--- src/rtl/la_pkg.sv ---
package la_pkg;

    localparam int LA_DW = 32;

    typedef enum logic [1:0] {
        SZ_BYTE = 2'b00,
        SZ_HALF = 2'b01,
        SZ_WORD = 2'b10,
        SZ_WALT = 2'b11
    } la_size_e;

    typedef struct packed {
        logic             vld;
        logic [LA_DW-1:0] data;
    } la_state_t;

endpackage

--- src/rtl/la_lane_pick.sv ---
module la_lane_pick #(
    parameter int DW = 32,
    parameter int AW = $clog2(DW / 8)
) (
    input  logic [DW-1:0] word_i,
    input  logic [AW-1:0] off_i,
    input  logic          big_i,
    output logic [7:0]    byte_o,
    output logic [15:0]   half_o
);
    localparam int NL = DW / 8;

    logic [7:0] lane [NL];

    for (genvar g = 0; g < NL; g++) begin : g_lane
        assign lane[g] = word_i[8*g +: 8];
    end

    function automatic logic [AW-1:0] phys(input logic [AW-1:0] k, input logic big);
        return big ? ~k : k;
    endfunction

    logic [AW-1:0] base_off;
    logic [7:0]    first_b;
    logic [7:0]    second_b;

    always_comb begin
        base_off = off_i;
        base_off[0] = 1'b0;
        first_b  = lane[phys(base_off, big_i)];
        second_b = lane[phys(base_off | AW'(1), big_i)];
        half_o   = big_i ? {first_b, second_b} : {second_b, first_b};
        byte_o   = lane[phys(off_i, big_i)];
    end

endmodule

--- src/rtl/la_rotate.sv ---
module la_rotate #(
    parameter int DW = 32,
    parameter int AW = $clog2(DW / 8)
) (
    input  logic [DW-1:0] data_i,
    input  logic [AW-1:0] amt_i,
    output logic [DW-1:0] data_o
);
    logic [DW-1:0] stage [AW+1];

    assign stage[0] = data_i;

    for (genvar s = 0; s < AW; s++) begin : g_stage
        localparam int SH = 8 * (1 << s);
        assign stage[s+1] = amt_i[s] ? {stage[s][SH-1:0], stage[s][DW-1:SH]} : stage[s];
    end

    assign data_o = stage[AW];

endmodule

--- src/rtl/load_aligner.sv ---
module load_aligner #(
    parameter int DATA_W = la_pkg::LA_DW,
    parameter int ADDR_W = $clog2(DATA_W / 8)
) (
    input  logic              clk,
    input  logic              rst,
    input  logic              in_valid,
    input  logic [DATA_W-1:0] in_data,
    input  logic [ADDR_W-1:0] in_addr,
    input  logic [1:0]        in_size,
    input  logic              in_big,
    output logic              out_valid,
    output logic [DATA_W-1:0] out_data
);
    import la_pkg::*;

    logic [7:0]        pick_byte;
    logic [15:0]       pick_half;
    logic [DATA_W-1:0] field;
    logic [ADDR_W-1:0] rot_amt;
    logic [DATA_W-1:0] rot_out;

    la_state_t st_d, st_q;

    la_lane_pick #(.DW(DATA_W), .AW(ADDR_W)) u_pick (
        .word_i (in_data),
        .off_i  (in_addr),
        .big_i  (in_big),
        .byte_o (pick_byte),
        .half_o (pick_half)
    );

    la_rotate #(.DW(DATA_W), .AW(ADDR_W)) u_rot (
        .data_i (field),
        .amt_i  (rot_amt),
        .data_o (rot_out)
    );

    always_comb begin
        field   = in_data;
        rot_amt = in_addr;
        case (la_size_e'(in_size))
            SZ_BYTE: begin
                field   = DATA_W'(pick_byte);
                rot_amt = '0;
            end
            SZ_HALF: begin
                field   = DATA_W'(pick_half);
                rot_amt = ADDR_W'(in_addr[0]);
            end
            default: begin
                field   = in_data;
                rot_amt = in_addr;
            end
        endcase

        st_d     = st_q;
        st_d.vld = in_valid;
        if (in_valid) begin
            st_d.data = rot_out;
        end
    end

    always_ff @(posedge clk) begin
        if (rst) begin
            st_q <= '0;
        end else begin
            st_q <= st_d;
        end
    end

    assign out_valid = st_q.vld;
    assign out_data  = st_q.data;

endmodule


--- config.mk ---
export PLATFORM = sky130hd
export DESIGN_NAME = load_aligner
export DESIGN_NICKNAME = d
export VERILOG_FILES = /design/src/rtl/la_pkg.sv /design/src/rtl/la_lane_pick.sv /design/src/rtl/la_rotate.sv /design/src/rtl/load_aligner.sv
export SDC_FILE = /design/constraint.sdc
export NUM_CORES = 1
export LEC_CHECK = 0
export BUFFER_PORTS_ARGS = -buffer_cell sky130_fd_sc_hd__buf_2
export CORE_MARGIN = 8
export CORE_UTILIZATION = 40
export DETAILED_ROUTE_END_ITERATION = 8
export GPL_ROUTABILITY_DRIVEN = 0
export HOLD_SLACK_MARGIN = 0.15
export PLACE_DENSITY = 0.67
export SETUP_SLACK_MARGIN = 0.15
export SYNTH_ARGS = -nofsm -noshare
export SYNTH_HDL_FRONTEND = slang
export SYNTH_SLANG_ARGS = --single-unit
--- constraint.sdc ---
create_clock -name clk -period 2.4 [get_ports clk]
set_input_delay 0 -clock clk [delete_from_list [all_inputs] [get_ports clk]]
set_output_delay 0 -clock clk [all_outputs]
set_load 0.01 [all_outputs]
* Yosys cells after proc, flatten, opt, wreduce, memory -nomap -nowiden *
Index checks and enable logic that the tools add are counted.

word-level totals
  register bits after elaboration = 33
  bits in latches = 0
  memory bits (writable) = 0
  bits in read-only memories = 0
  input bits = 40
  output and inout port bits = 33
  memories kept = 0

cells by class
  add/sub/neg operators = 0
  $mul = 0
  div/mod/pow operators = 0
  $lt $le $gt $ge = 3
  eq/ne operators = 1
  shifts and indexed selects = 0
  muxes and demuxes = 17
  bitwise gates (word level) = 6
  reduce and logical (&&, ||, !) cells = 1

operators with widths
  operator            number
  $mux 32             2
  $pmux 32 s2         1
  $bmux 8 s2          3
  $mux 8              6
  $mux 16             1
  $ge 3x3->1 const B  3
  $not 2->3           3
  $mux 2              3
  $not 2->2           3
  $pmux 2 s2          1
  $eq 2x1->1 const B  1
  $logic_not 2->1     1

* Depth between registers and ports, before layout *
Gate-level depths: netlist of the first run.

  depth in word-level cells = 10
  depth in mapped cells = 8
  mapped depth without buffers = 5

* By module *
A second synthesis of the first run with hierarchy kept.

second synthesis, totals
  cell total of the unflattened synthesis = 232
  area total of the unflattened synthesis = 2841.5 um^2

by module, submodules not included
  module        times used  cells an instance  area an instance (um^2)  seq. area each (um^2)
  load_aligner  1           164                1579.0                   660.6
  la_rotate     1           40                 824.5                    0.0
  la_lane_pick  1           28                 437.9                    0.0

* Worst setup path before layout of the first run *
Ideal clock, no wire load.

  kind = input -> register
  start = input in_addr[1]
  end = register st_q (netlist bit out_data[28])
  setup time = 117 ps
  arrival time = 1241 ps
  required time = 2283 ps
  slack = 1042 ps
  stages = 6
  path buffers = 2
  path through = buf_4 xnor2_4 buf_6 a22o_1 a221o_1 a32o_1

between the ends
  longest elaborated chain between the ends = 10

ends and longest elaborated chain
  item                                           RTL line                                source
  start, declared                                load_aligner.sv:9                       input logic [ADDR_W-1:0] in_addr,
  $not 2->2                                      la_lane_pick.sv:20                      return big ? ~k : k;
  $mux 2                                         la_lane_pick.sv:20
  $not 2->3, on equally long branches            la_lane_pick.sv:30, la_lane_pick.sv:31
  $bmux 8 s2, on equally long branches           la_lane_pick.sv:30, la_lane_pick.sv:31
  $mux 8, on equally long branches (2 in a row)  la_lane_pick.sv:30, la_lane_pick.sv:31
  $mux 16                                        la_lane_pick.sv:32                      half_o = big_i ? {first_b, second_b} : {second_b, first_b};
  $pmux 32 s2                                    load_aligner.sv:42                      case (la_size_e'(in_size))
  $mux 32                                        la_rotate.sv:15                         assign stage[s+1] = amt_i[s] ? {stage[s][SH-1:0], stage[s][DW-1:SH]} : stage[s];
  $mux 32 (*)                                    la_rotate.sv:15
  end signal, assigned                           load_aligner.sv:68                      st_q <= st_d;
  end, declared                                  load_aligner.sv:23                      la_state_t st_d, st_q;

Every way passes the cells marked *; elsewhere a longest branch is shown, timed or not. The select of a mux whose other input is x is not followed.
A chain may end at the register's enable or synchronous reset.

* Worst setup path after layout of the first run *
  start = input in_big
  end = register st_q (netlist bit out_data[16])

between the ends
  longest elaborated chain between the ends = 9

ends and longest elaborated chain
  item                                           RTL line                                source
  start, declared                                load_aligner.sv:11                      input logic in_big,
  $mux 2                                         la_lane_pick.sv:20
  $not 2->3, on equally long branches            la_lane_pick.sv:30, la_lane_pick.sv:31
  $bmux 8 s2, on equally long branches           la_lane_pick.sv:30, la_lane_pick.sv:31
  $mux 8, on equally long branches (2 in a row)  la_lane_pick.sv:30, la_lane_pick.sv:31
  $mux 16                                        la_lane_pick.sv:32
  $pmux 32 s2 (*)                                load_aligner.sv:42
  $mux 32 (*) (2 in a row)                       la_rotate.sv:15

Marks and branches as above.

==> results.txt, run 1 <==
- The die covers 0.01028 mm^2.
* Flip-flop and latch count after synthesis: 33
* DRC: 0
- Clock network power share: 31.9%
* Max rail drop VDD: 0.2248 mV
* Average wire length per cell after detail routing: 18.65 um
* Switch Pwr: 0.5660 mW
* Max-capacitance violation count: 0
- Main synth FF type: sky130_fd_sc_hd__dfxtp_1
- The worst setup path is launched from an input pin.
- In this run the count of I/O pins placed on the die edge is 73.
- Effective utilization at floorplan: 40.85%
- Crit end category: flip-flop
* Simple-gate area share of the yosys netlist: 19.70%
- Worst Hold Slack: 0.1774 ns
- Subtracting the final worst setup slack from the clock period gives 1.705 ns.
- Setup repair after global routing left no endpoint under its margin.
- The largest total area in the synthesized netlist belongs to sky130_fd_sc_hd__dfxtp_1.
- Cells with a size suffix above 1 make up 26.39% of the layout.
* Comb power frac: 32.8%
* Post-route clock period utilization: 71.05%
- Across all layers, the routed design uses 3,267 vias.
* Core box area: 0.007137 mm^2
* Number of antenna cells inserted: 0
- The placed instances occupy a cell area of 0.003308 mm^2.
- Clock latency on the worst-skew pair, taken at its later pin, is 0.28 ns.
- Detailed placement ended at an HPWL of 7269 um.
- In this run the static leakage power is 1.443 nW.
* Fill cell total of the finished layout: 758
- Counting flops with an async set or reset pin after synthesis yields a share of 0%.
* Number of antenna violations at the first check in global routing: 0
- The via count of the first global-routing pass was 3,320.
- For this run, the share of the core covered by cells in the final layout is 48.40%.
- Entering global routing, the biggest net connects 26 pins.
* Total negative setup slack: 0 ns
- Sequential-to-total area share from yosys stat: 22.66%
* Kind of critical path: input pin to flip-flop
- Nets: 471
* Pins Over Slew Limit: 0
- Averaged over all synthesized cells, the footprint is 7.816 um^2.
- Top post-synthesis cells by area: sky130_fd_sc_hd__dfxtp_1, sky130_fd_sc_hd__mux2i_1, sky130_fd_sc_hd__a21oi_1
- By area, the combinational part of the netlist is dominated by compound AO/OA/AOI/OAI gates.
* Sum of routed wire length over all layers: 9901 um
- The floorplan has 31 rows.
- Switching share of power: 32.74%
- Final hold violations: 0
* Average vias per placed instance: 6.153
- CP Data Arrival Time: 1.89 ns
- Min-delay worst type: input pin to flip-flop
- Internal power comes to 1.163 mW.
- Die width: 101.4 um
- Syn nets: 413
- The number of different library cells used by synthesis comes to 48.
- After clock tree synthesis, the clock-pin slew on the worst setup and hold paths is 0.08 ns.
- Number of cells upsized or downsized after cts: 0
- TritonCTS built the clock tree.
- Synthesis produced 373 cells.
- First-pass GRT wire length: 16,100 um
- For this run the aggregate overflow at the end of global routing stands at 0.
- Adder and majority cell fraction of the synthesized area: 0%
- Router iterations before antenna repair: 4
- The share of synthesized area in the top cell type comes to 22.66%.
- Count of input and output buffers: 72
- Once the clock tree was built, the setup fixing pass inserted 0 buffers.
- Counting flops with a built-in enable in the synthesized netlist gives 0.
* Area growth syn-to-layout: 18.50%
- Starting DRT DRC Count: 265
- STA puts the critical path data required time at 2.58 ns.
- Timing would allow up to 586.4 MHz.
- The synthesized netlist devotes 2.833% of its cell area to XOR and XNOR gates.
- Total power per unit cell area: 500.4 mW/mm^2
- Cell with the most instances after synthesis: sky130_fd_sc_hd__nand2_1
- Number of clock sinks seen by CTS: 33
* Yosys synthesis warning count: 0
- The synthesized netlist devotes 32.02% of its cell area to compound gates.
- Slew Limit Headroom: 49.07%
- After clock tree synthesis, the flow added hold-fix buffers numbering 3.
- Total CTS buffers: 5
* Final non-filler cell area: 0.003455 mm^2
* Detail Route Antenna Nets: 0
- Status: finished, final reports clean
* Actual slew at the worst max-slew pin: 0.7623 ns
- No sink is reached through more buffers than the 2 on the longest clock path.
- Number of endpoints failing setup at the final stage: 0
- Between clock sinks in the finished design, the worst skew comes to 0 ns.
- Multiplexer area fraction after synthesis: 15.28%
* Root buf cell: sky130_fd_sc_hd__clkbuf_8
- Die Height: 101.4 um
* CTS H-Tree Depth: 2
- The commonest cells after synthesis are sky130_fd_sc_hd__nand2_1, sky130_fd_sc_hd__dfxtp_1, sky130_fd_sc_hd__a21oi_1.
* Portion of total power attributed to sequential cells: 35.3%
* Largest fanout on the critical path: 16
- Across every metal layer, demand over resource in global routing totals 19.59%.
* Post-synthesis instance area: 0.002915 mm^2
==> worst max-delay path, stage by stage <==
cell and delay (ns):
sky130_fd_sc_hd__buf_2 0.40, sky130_fd_sc_hd__xor2_4 0.51, sky130_fd_sc_hd__nand2_1 0.25, sky130_fd_sc_hd__o31ai_1 0.35, sky130_fd_sc_hd__a21oi_1 0.11, sky130_fd_sc_hd__a32o_1 0.26
==> area by class of cell <==
class                           instances  area [um^2]  share of cell area, %
Tap cell                               99        123.9                  3.586
Clock buffer                            7        86.33                  2.499
Timing Repair Buffer                   88        488.0                  14.13
Sequential cell                        33        660.6                  19.12
Clock inverter                          1        30.03                 0.8693
Inverter                                8        30.03                 0.8693
Multi-Input combinational cell        295         2036                  58.93
==> metrics by stage <==
step	total power [mW]	cells	worst slack, ns
6_report	1.729	531	0.6948
3_5_place_dp	1.180	520	0.4229
4_1_cts	1.734	531	0.7140
5_1_grt	1.822	531	0.5473
2_1_floorplan	0.9994	373	1.042
3_3_place_gp	1.172	520	0.4709
==> sequential cells by signal (all words and copies together) (netlist names) <==
register and cells:
out_data 32, out_valid 1
==> cell families (layout without fill, tap and decap cells) <==
kind of cell	Yosys count	in the layout
buffers and inverters	45	104
muxes	37	37
xor gates and xnor gates	3	3
DFF	33	33
AOI/OAI and AO/OA	136	136
and+or+nand+nor	119	119
==> power groups by stage <==
stage | clock, mW | combinational [mW] | sequential [mW]
after detailed placement | 0 | 0.556 | 0.624
after floorplan | 0 | 0.359 | 0.640
after global routing | 0.586 | 0.620 | 0.617
after CTS | 0.561 | 0.562 | 0.611
after global placement | 0 | 0.550 | 0.622
final | 0.551 | 0.567 | 0.611
==> placed cells by master (no fill, tap or decap), drive strengths merged, types with 8 or more instances in the layout <==
cell / count
a211oi: 11
a21oi: 30
a22o: 8
buf: 85
dfxtp: 33
inv: 8
mux2: 10
mux2i: 22
nand2: 34
nand2b: 8
nand3: 12
nor2: 28
nor2b: 20
o21ai: 23
==> worst paths after layout <==
| check | end | start | slack, ns | cells after the start |
|---|---|---|---|---|
| worst min register to register | out_data[13] | out_data[13] | 0.46 | 1 |
| worst min-delay path | out_data[7] | in_data[15] | 0.18 | 5 |
| worst max register to register | out_data[6] | out_data[6] | 1.26 | 5 |
| worst max-delay path | out_data[16] | in_big | 0.69 | 6 |
==> layer usage <==
layer / GRT usage, % / share of wire, % / routed length (um)
met4: 9.737 / 3.4 / 340
met1: 23.34 / 42 / 4154
met5: 0 / 0 / 0
met3: 4.880 / 7.9 / 782
met2: 32.03 / 47 / 4624
(Power assumes the default switching activity.)
==> run 2, diff against run 1 <==
--- a/config.mk
+++ b/config.mk
@@ -5,13 +5,14 @@
 export SDC_FILE = /design/constraint.sdc
 export NUM_CORES = 1
 export LEC_CHECK = 0
+export ABC_AREA = 1
 export BUFFER_PORTS_ARGS = -buffer_cell sky130_fd_sc_hd__buf_2
 export CORE_MARGIN = 8
 export CORE_UTILIZATION = 40
 export DETAILED_ROUTE_END_ITERATION = 8
 export GPL_ROUTABILITY_DRIVEN = 0
 export HOLD_SLACK_MARGIN = 0.15
-export PLACE_DENSITY = 0.67
+export PLACE_DENSITY = 0.68
 export SETUP_SLACK_MARGIN = 0.15
 export SYNTH_ARGS = -nofsm -noshare
 export SYNTH_HDL_FRONTEND = slang
==> constraint.sdc (replaced) <==
create_clock -name clk -period 1.4 [get_ports clk]
set_input_delay 0 -clock clk [delete_from_list [all_inputs] [get_ports clk]]
set_output_delay 0 -clock clk [all_outputs]
set_load 0.01 [all_outputs]
==> run 2 against run 1 <==
  * Synthesized area up 11%
  * Design area rose by 16%
  * Hold slack gained 0.023 ns
  * Wire length is 3.7% higher
  * Via count grew 24%
  * Flip-flop and latch count unchanged
  * Combinational power increased by 99%
  * Die area rose by 9.2%
  * Clock skew unchanged
  * Critical path type unchanged
  * Highest routed layer unchanged
==> results.txt, run 2 <==
- Root buf cell: sky130_fd_sc_hd__clkbuf_8
- CTS H-Tree Depth: 2 (unchanged)
* Area growth syn-to-layout: 23.86%
- The commonest cells after synthesis are sky130_fd_sc_hd__nand2_1, sky130_fd_sc_hd__nand3_1, sky130_fd_sc_hd__inv_1.
- The relative slew slack is 57.10% (+8.0 points).
- Leakage: 2.136 nW (+48%)
- Endpoint of the lowest-slack register-to-register path: out_data[10]
- Start point of the worst min-delay path: in_data[31]
- Top post-synthesis cells by area: sky130_fd_sc_hd__nand2_1, sky130_fd_sc_hd__dfxtp_1, sky130_fd_sc_hd__nand3_1
- Maximum number of pins on one net before global-route repair: 34 (+31%)
- Ys async rst share: 0% (unchanged)
* Die width: 105.9 um (+4.5%)
- Nets: 716 (+52%)
- The post-synthesis area per instance is 5.466 um^2 (-30%).
* Proportion of netlist area held by the largest area contributor: 26.10% (+3.4 points)
* Count of input and output buffers: 72 (unchanged)
- WHS Path Cells: 5 (unchanged)
- The core area is 0.008010 mm^2 (+12%).
- The hold violation count in the final report was 0 (unchanged).
* Post-synthesis instance area: 0.003236 mm^2 (+11%)
- Post-route clock period utilization: 81.12%
- The total die area came to 0.01122 mm^2 (+9.2%).
- The flip-flop count of the largest register, all copies and words added came to 32 (unchanged).
* Min-delay worst type: input pin to flip-flop
- The TritonCTS buffer count is 5 (unchanged).
- The initial core utilization is 40.39% (-0.45 points).
* Dpl cells: 773 (+49%)
- Most frequent standard cell in the layout excluding fill and tap cells: sky130_fd_sc_hd__nand2_1
* Leading cell types in the layout, fill and taps excluded: sky130_fd_sc_hd__nand2_1, sky130_fd_sc_hd__nand3_1, sky130_fd_sc_hd__buf_2, sky130_fd_sc_hd__inv_1, sky130_fd_sc_hd__a21oi_1
- The count of vias placed by the detailed router was 4,065 (+24%).
- Detail Route Antenna Nets: 0 (unchanged)
- Most frequent cell on the critical path: sky130_fd_sc_hd__nand2_1
- Tot Pwr: 2.931 mW (+70%)
- Status: finished, final reports clean
* Fraction of final layout cells with drive strength greater than 1: 22.16% (-4.2 points)
* Post-synth top area cell: sky130_fd_sc_hd__nand2_1
- Count of flip-flops with a built-in enable after synthesis: 0 (unchanged)
* Number of buffers and inverters on the critical path: 3 (+2)
- Depth of the worst register-to-register path: 2 (-3)
- The number of max-cap violations is 0 (unchanged).
* Clock tree skew after final layout: 0 ns (unchanged)
* Clock tree from TritonCTS: yes
* Sum of routed wire length over all layers: 10,270 um (+3.7%)
* Crit end category: flip-flop
- The internal reg-to-reg setup slack was 0.77 ns (-0.49 ns).
- RR Startpoint: out_data[10]
* Placement Setup Slack: -0.1149 ns (-0.5378 ns)
* Number of antenna violations at the first check in global routing: 0 (unchanged)
* Average vias per placed instance: 5.198 (-16%)
* HPWL after DPL: 8197 um (+13%)
- The proportion of synthesized chip area in sequential cells is 20.42% (-2.2 points).
- Max rail drop VDD: 0.4096 mV (+82%)
- Clock insertion delay at the later pin of the skew report: 0.27 ns (about the same)
* Least setup slack across all paths after layout: 0.2643 ns (-0.4305 ns)
- Data required time of the critical path: 1.53 ns (-1.05 ns)
- Setup repair after global routing could not meet its margin everywhere.
- The power density of the placed cells came to 731.4 mW/mm^2 (+46%).
* Average wire length per cell after detail routing: 13.13 um (-30%)
- In this design, the largest share of critical-path delay is due to simple AND/OR/NAND/NOR gates.
* Cell Chain, Critical Path: buf_4 > buf_6 > buf_4 > nand2_1 > o21ai_1 > nand2_1 > nand2_1 > a21boi_2 > nand2_1 > nand2_1 > nand3_1 > nand3_1 > a21oi_1
* Destination of the worst hold path: out_data[31]
- The number of DRC violations after detailed routing is 0 (unchanged).
- Fill cell total of the finished layout: 866 (+14%)
- STA classifies the critical path startpoint as an input pin.
- Count of unique library cells instantiated by Yosys: 28 (-42%)
- The minimum hold slack is 0.2006 ns (+0.02326 ns).
* Main synth FF type: sky130_fd_sc_hd__dfxtp_1
- Non-filler instance count after layout: 782 (+47%)
- Kind of critical path: input pin to flip-flop
* Number of endpoints failing setup at the final stage: 0 (unchanged)
- Met1 routing resource usage after global routing: 25.07% (+1.7 points)
* Flip-flop and latch count after synthesis: 33 (unchanged)
- The die extent in y was 105.9 um (+4.5%).
- The most common cell in the synthesized netlist is sky130_fd_sc_hd__nand2_1.
- The count of mapped cells out of synthesis is 592 (+59%).
* Router iterations before antenna repair: 5 (+1)
- # IOs: 73 (unchanged)
- The clock period could shrink to 1.136 ns.
- The delay contributed by the slowest stage of the critical path is 0.16 ns (-0.35 ns).
- The maximum count of clock buffers along a single path came to 2 (unchanged).
- Actual slew at the worst max-slew pin: 0.6436 ns (-0.1188 ns)
- The max-slew violation count came to 0 (unchanged).
- Number of clock sinks seen by CTS: 33 (unchanged)
* Syn nets: 632 (+53%)
- The met2 global-route usage is 26.09% (-5.9 points).
* Vias in the first global route: 3,518 (+6.0%)
- First-pass GRT wire length: 16,910 um (+5.0%)
- Tracing the worst setup path back leads to its startpoint at in_big.
- The total routing resource utilization after global routing was 17.52% (-2.1 points).
- Among all stages on the critical path, the largest delay is contributed by sky130_fd_sc_hd__a21boi_2.
* Most used routing layer in global routing: met2
- The leftover overflow at the end of global routing is 0 (unchanged).
- The global-route met3 utilization is 3.327% (-1.6 points).
* Clock Pin Slew Worst Setup and Hold Paths: 0.07 ns (about the same)
- The data arrival time of the critical path was 1.27 ns (-0.62 ns).
- The count of antenna diodes in the layout was 0 (unchanged).
- Number of cell rows: 33 (+6.5%)
- The biggest fanout along the worst timing path was 8 (-8).
- Yosys synthesis warning count: 0 (unchanged)
* Max Clk Rate: 880.5 MHz
* Starting DRT DRC Count: 240 (-9.4%)
[run 2: repair_timing]
item	CTS	global route
endpoints found under the hold margin	1	0
setup endpoints to repair	0	32
hold buffers	1	0
resized for setup	0	16
buffers inserted	0	0
[run 2: layer usage]
layer | vias to the layer above | wire, um | share of wire, %
li1 | 2091 | - | -
met1 | 1786 | 4879 | 48
met2 | 177 | 4362 | 42
met3 | 11 | 882 | 8.6
met4 | 0 | 141 | 1.4
met5 | - | 0 | 0
[run 2: how the worst max path moves through the flow]
stage / endpoint / slack, ns / cells past startpoint
floorplan: out_data[27] / 0.16 / 12
global placement: out_data[11] / -0.05 / 13
detailed placement: out_data[3] / -0.11 / 13
CTS: out_data[3] / 0.17 / 13
global route: out_data[27] / 0.14 / 13
finish: out_data[27] / 0.26 / 13
[run 2: where the power goes]
part,switching [mW],leakage [nW],internal (mW)
Sequential,0.0307,0.271,1.00
Combinational,0.690,1.81,0.438
Clock,0.325,0.0542,0.444
[run 2: area by class of cell]
class / count / area [um^2] / area share (%)
inverter: 58 / 217.7 / 5.432
timing repair buffer: 116 / 754.5 / 18.83
sequential: 33 / 660.6 / 16.48
tap: 105 / 131.4 / 3.278
clock buffer: 7 / 96.34 / 2.404
clock inverter: 1 / 5.005 / 0.1249
multi-input combinational: 462 / 2142 / 53.45
[run 2: tightest hold or removal path, cell delays in order]
cell                      delay [ns]
sky130_fd_sc_hd__buf_2          0.13
sky130_fd_sc_hd__nand3_1        0.10
sky130_fd_sc_hd__nand3_1        0.08
sky130_fd_sc_hd__nand3_1        0.07
sky130_fd_sc_hd__a21oi_1        0.05
[run 2: logic make-up (layout without fill, tap and decap cells)]
kind of cell | after synthesis | count (layout) | share of synthesized area (%)
compound gates | 102 | 102 | 17.25
buf+inv | 97 | 182 | 14.11
flops | 33 | 33 | 20.42
simple gates | 360 | 360 | 48.22
[run 2: through the flow]
stage                     instance area (um^2)  TNS (ns)  util (%)
final                                     4008         0     50.03
after global routing                      4008         0     50.03
after CTS                                 3960         0     49.44
after detailed placement                  3849   -0.9147     48.05
after global placement                    3849   -0.1826     48.05
after floorplan                           3236         0         -
==> run 3, diff against run 2 <==
--- a/config.mk
+++ b/config.mk
@@ -5,14 +5,14 @@
 export SDC_FILE = /design/constraint.sdc
 export NUM_CORES = 1
 export LEC_CHECK = 0
-export ABC_AREA = 1
+export ABC_AREA = 0
 export BUFFER_PORTS_ARGS = -buffer_cell sky130_fd_sc_hd__buf_2
 export CORE_MARGIN = 8
 export CORE_UTILIZATION = 40
 export DETAILED_ROUTE_END_ITERATION = 8
 export GPL_ROUTABILITY_DRIVEN = 0
 export HOLD_SLACK_MARGIN = 0.15
-export PLACE_DENSITY = 0.68
+export PLACE_DENSITY = 0.69
 export SETUP_SLACK_MARGIN = 0.15
 export SYNTH_ARGS = -nofsm -noshare
 export SYNTH_HDL_FRONTEND = slang
==> constraint.sdc (replaced) <==
create_clock -name clk -period 1 [get_ports clk]
set_input_delay 0 -clock clk [delete_from_list [all_inputs] [get_ports clk]]
set_output_delay 0 -clock clk [all_outputs]
set_load 0.01 [all_outputs]
==> run 3 against run 2 <==
  * The run now ends with setup timing left
  * Critical path depth fell by 8
  * Critical endpoint is now out_data[6]
  * First-iteration DRC count rose by 12%
  * Sequential share of layout area decreased by 2.9 points
==> results.txt, run 3 (same netlist as run 1, synthesis figures left out) <==
- Worst Hold Slack: 0.1402 ns (-0.06042 ns)
* Pins Over Slew Limit: 0 (unchanged)
- Global route overflow: 0 (unchanged)
- Post-Route Utilization: 68.60% (+19 points)
- The post-route cell area was 0.004896 mm^2 (+22%).
* Most frequent cell on the critical path: sky130_fd_sc_hd__a211oi_2
* Actual slew at the worst max-slew pin: 0.4044 ns (-0.2392 ns)
* Slowest-stage cell, CP: sky130_fd_sc_hd__dfxtp_2
- Internal power: 2.984 mW (+58%)
- The count of vias placed by the detailed router is 3,873 (-4.7%).
- Number of endpoints failing setup at the final stage: 16 (+16)
- The post-route worst setup slack was -0.1697 ns (-0.4340 ns).
- TritonCTS built the clock tree.
* Leading cell types in the layout, fill and taps excluded: sky130_fd_sc_hd__buf_4, sky130_fd_sc_hd__buf_2, sky130_fd_sc_hd__nand2_1, sky130_fd_sc_hd__dfxtp_1, sky130_fd_sc_hd__nor2_1
- The first-pass GRT wire length is 18,820 um (+11%).
- Kind of critical path: flip-flop to flip-flop
* Status: finished, violations left
* CP Data Arrival Time: 1.33 ns (+0.06 ns)
- Slew Limit Headroom: 73.04% (+16 points)
- The hold violation count in the final report came to 0 (unchanged).
- Maximum number of pins on one net before global-route repair: 21 (-38%)
- Fill cell total of the finished layout: 551 (-36%)
* Total negative setup slack: -1.017 ns (-1.017 ns)
- The width of the die is 101.4 um (-4.3%).
- Clock Pin Slew Worst Setup and Hold Paths: 0.07 ns (about the same)
- Min-delay worst type: input pin to flip-flop
* Number of antenna violations at the first check in global routing: 0 (unchanged)
* Max-capacitance violation count: 0 (unchanged)
- The number of nets in the final layout was 576 (-20%).
- Router iterations before antenna repair: 5 (unchanged)
- Cell area after placement: 0.004004 mm^2 (+4.0%)
- Count of input and output buffers: 72 (unchanged)
- Clock network power share: 20.6% (-5.6 points)
* Comb power frac: 48.0% (+9.5 points)
- Starting DRT DRC Count: 269 (+12%)
* Die Height: 101.4 um (-4.3%)
- Total power per unit cell area: 955.1 mW/mm^2 (+31%)
- Number of antenna cells inserted: 0 (unchanged)
* Total CTS buffers: 5 (unchanged)
- The sum of internal, switching and leakage power is 4.676 mW (+60%).
* Largest fanout on the critical path: 2 (-6)
- The maximum VDD drop came to 0.7037 mV (+72%).
- Crit path max-delay family: compound AO/OA/AOI/OAI gates
* Unrepaired setup endpoints after global routing: yes
- Crit end category: flip-flop
- The power spent charging and discharging nets was 1.691 mW (+62%).
* Average vias per placed instance: 6.109 (+18%)
* Die Footprint: 0.01028 mm^2 (-8.4%)
* DRC: 0 (unchanged)
- The number of buffer and inverter instances along the worst setup path was 0 (-3).
- Data required time of the critical path: 1.16 ns (-0.37 ns)
- The number of placement rows is 31 (-6.1%).
* Post-route clock period utilization: 117.0%
- The via count of the first global-routing pass was 3,918 (+11%).
- Static timing analysis puts the maximum clock frequency at 854.9 MHz.
- Leaving out fill and tap cells, the most frequent cell in the layout is sky130_fd_sc_hd__buf_4.
- The core area was 0.007137 mm^2 (-11%).
- The worst clock skew was 0 ns (unchanged).
- GRT Util Overall: 22.90% (+5.4 points)
* Shortest period the worst path allows: 1.170 ns
- The sequential share of power was 31.4% (-3.9 points).
- The static leakage came to 2.090 nW (-2.2%).
* Detail Route Antenna Nets: 0 (unchanged)
- Clock insertion delay at the later pin of the skew report: 0.29 ns (+0.02 ns)
- The delay contributed by the slowest stage of the critical path was 0.32 ns (+0.16 ns).
* Sort of element at the start of the critical path: flip-flop
- Sum of routed wire length over all layers: 12,830 um (+25%)
* Number of clock sinks seen by CTS: 33 (unchanged)
* Violated checks: setup timing
- Number of flip-flops in the largest register: 32 (unchanged)
- The average detailed-routed wire length per instance came to 20.23 um (+54%).
* Switching share of power: 36.17% (+0.50 points)
- The number of top-level pins was 73 (unchanged).
* Fraction of final layout cells with drive strength greater than 1: 54.39% (+32 points)
- The tree is rooted in a sky130_fd_sc_hd__clkbuf_8.
- From synthesis to final layout, the design area changed by 67.94%.
- HPWL after DPL: 8323 um (+1.5%)
* Cell Chain, Critical Path: nor2b_4 > a21oi_2 > o22ai_2 > a211oi_2 > a211oi_2
- Effective utilization at floorplan: 40.85% (+0.45 points)
- CTS H-Tree Depth: 2 (unchanged)
* Worst-case clock buffer depth: 2 (unchanged)
run 3: cell count changes in the layout (fill, tap and decap cells not counted), sizes merged, moves of 11 or more:
cell    previous run  this run
buf              115       187
nor2b              0        20
o21ai             42        23
a21oi             53        30
mux2i              0        22
a211oi             0        11
nor2               8        28
nand3            116        12
inv               56         8
nand2            231        34
run 3: power by group through the flow:
stage	clock network, mW	registers, mW	logic [mW]
2_1_floorplan	0	1.54	0.935
3_3_place_gp	0	1.49	1.65
3_5_place_dp	0	1.49	1.68
4_1_cts	0.973	1.46	1.96
5_1_grt	1.01	1.48	2.38
6_report	0.962	1.47	2.25
run 3: worst reg2reg max path, delay by kind of cell (launching register included):
family,cells,cell delay [ns]
compound gates,4,0.60
flops,1,0.32
simple gates,1,0.12
run 3: final cells by class:
class	instances	area, um^2	area share (%)
Clock buffer	5	68.82	1.406
Clock inverter	1	5.005	0.1022
Inverter	8	32.53	0.6645
Multi-Input combinational cell	295	2494	50.93
Sequential cell	33	666.9	13.62
Tap cell	99	123.9	2.530
Timing Repair Buffer	193	1505	30.74
run 3: path summary, 6_finish.rpt:
check               startpoint      endpoint  slack, ns  cells after the start
hold / removal             rst     out_valid       0.14                      3
setup reg to reg   out_data[6]   out_data[6]      -0.17                      5
setup / recovery   out_data[6]   out_data[6]      -0.17                      5
hold reg to reg   out_data[24]  out_data[24]       0.45                      2
run 3: per-layer routing:
layer / global-route usage, % / up-vias / share of wire, %
met3: 3.780 / 62 / 6.6
li1: - / 1738 / -
met1: 25.15 / 1842 / 38
met4: 13.97 / 0 / 5.0
met2: 40.38 / 231 / 51
met5: 0 / - / 0
run 3: per-stage QoR:
stage | setup WS (ns) | instances
CTS | -0.09051 | 626
finish | -0.1697 | 634
detailed placement | -0.5333 | 603
global route | -0.2145 | 634
floorplan | -0.2849 | 373
global placement | -0.5126 | 603
run 3: what timing repair did:
action	4_1_cts	5_1_grt
hold endpoints to repair	8	2
setup endpoints to repair	34	36
gates resized for setup	74	59
pin swaps	40	27
buffers inserted	12	7
cloned	1	0
hold buffers	4	1
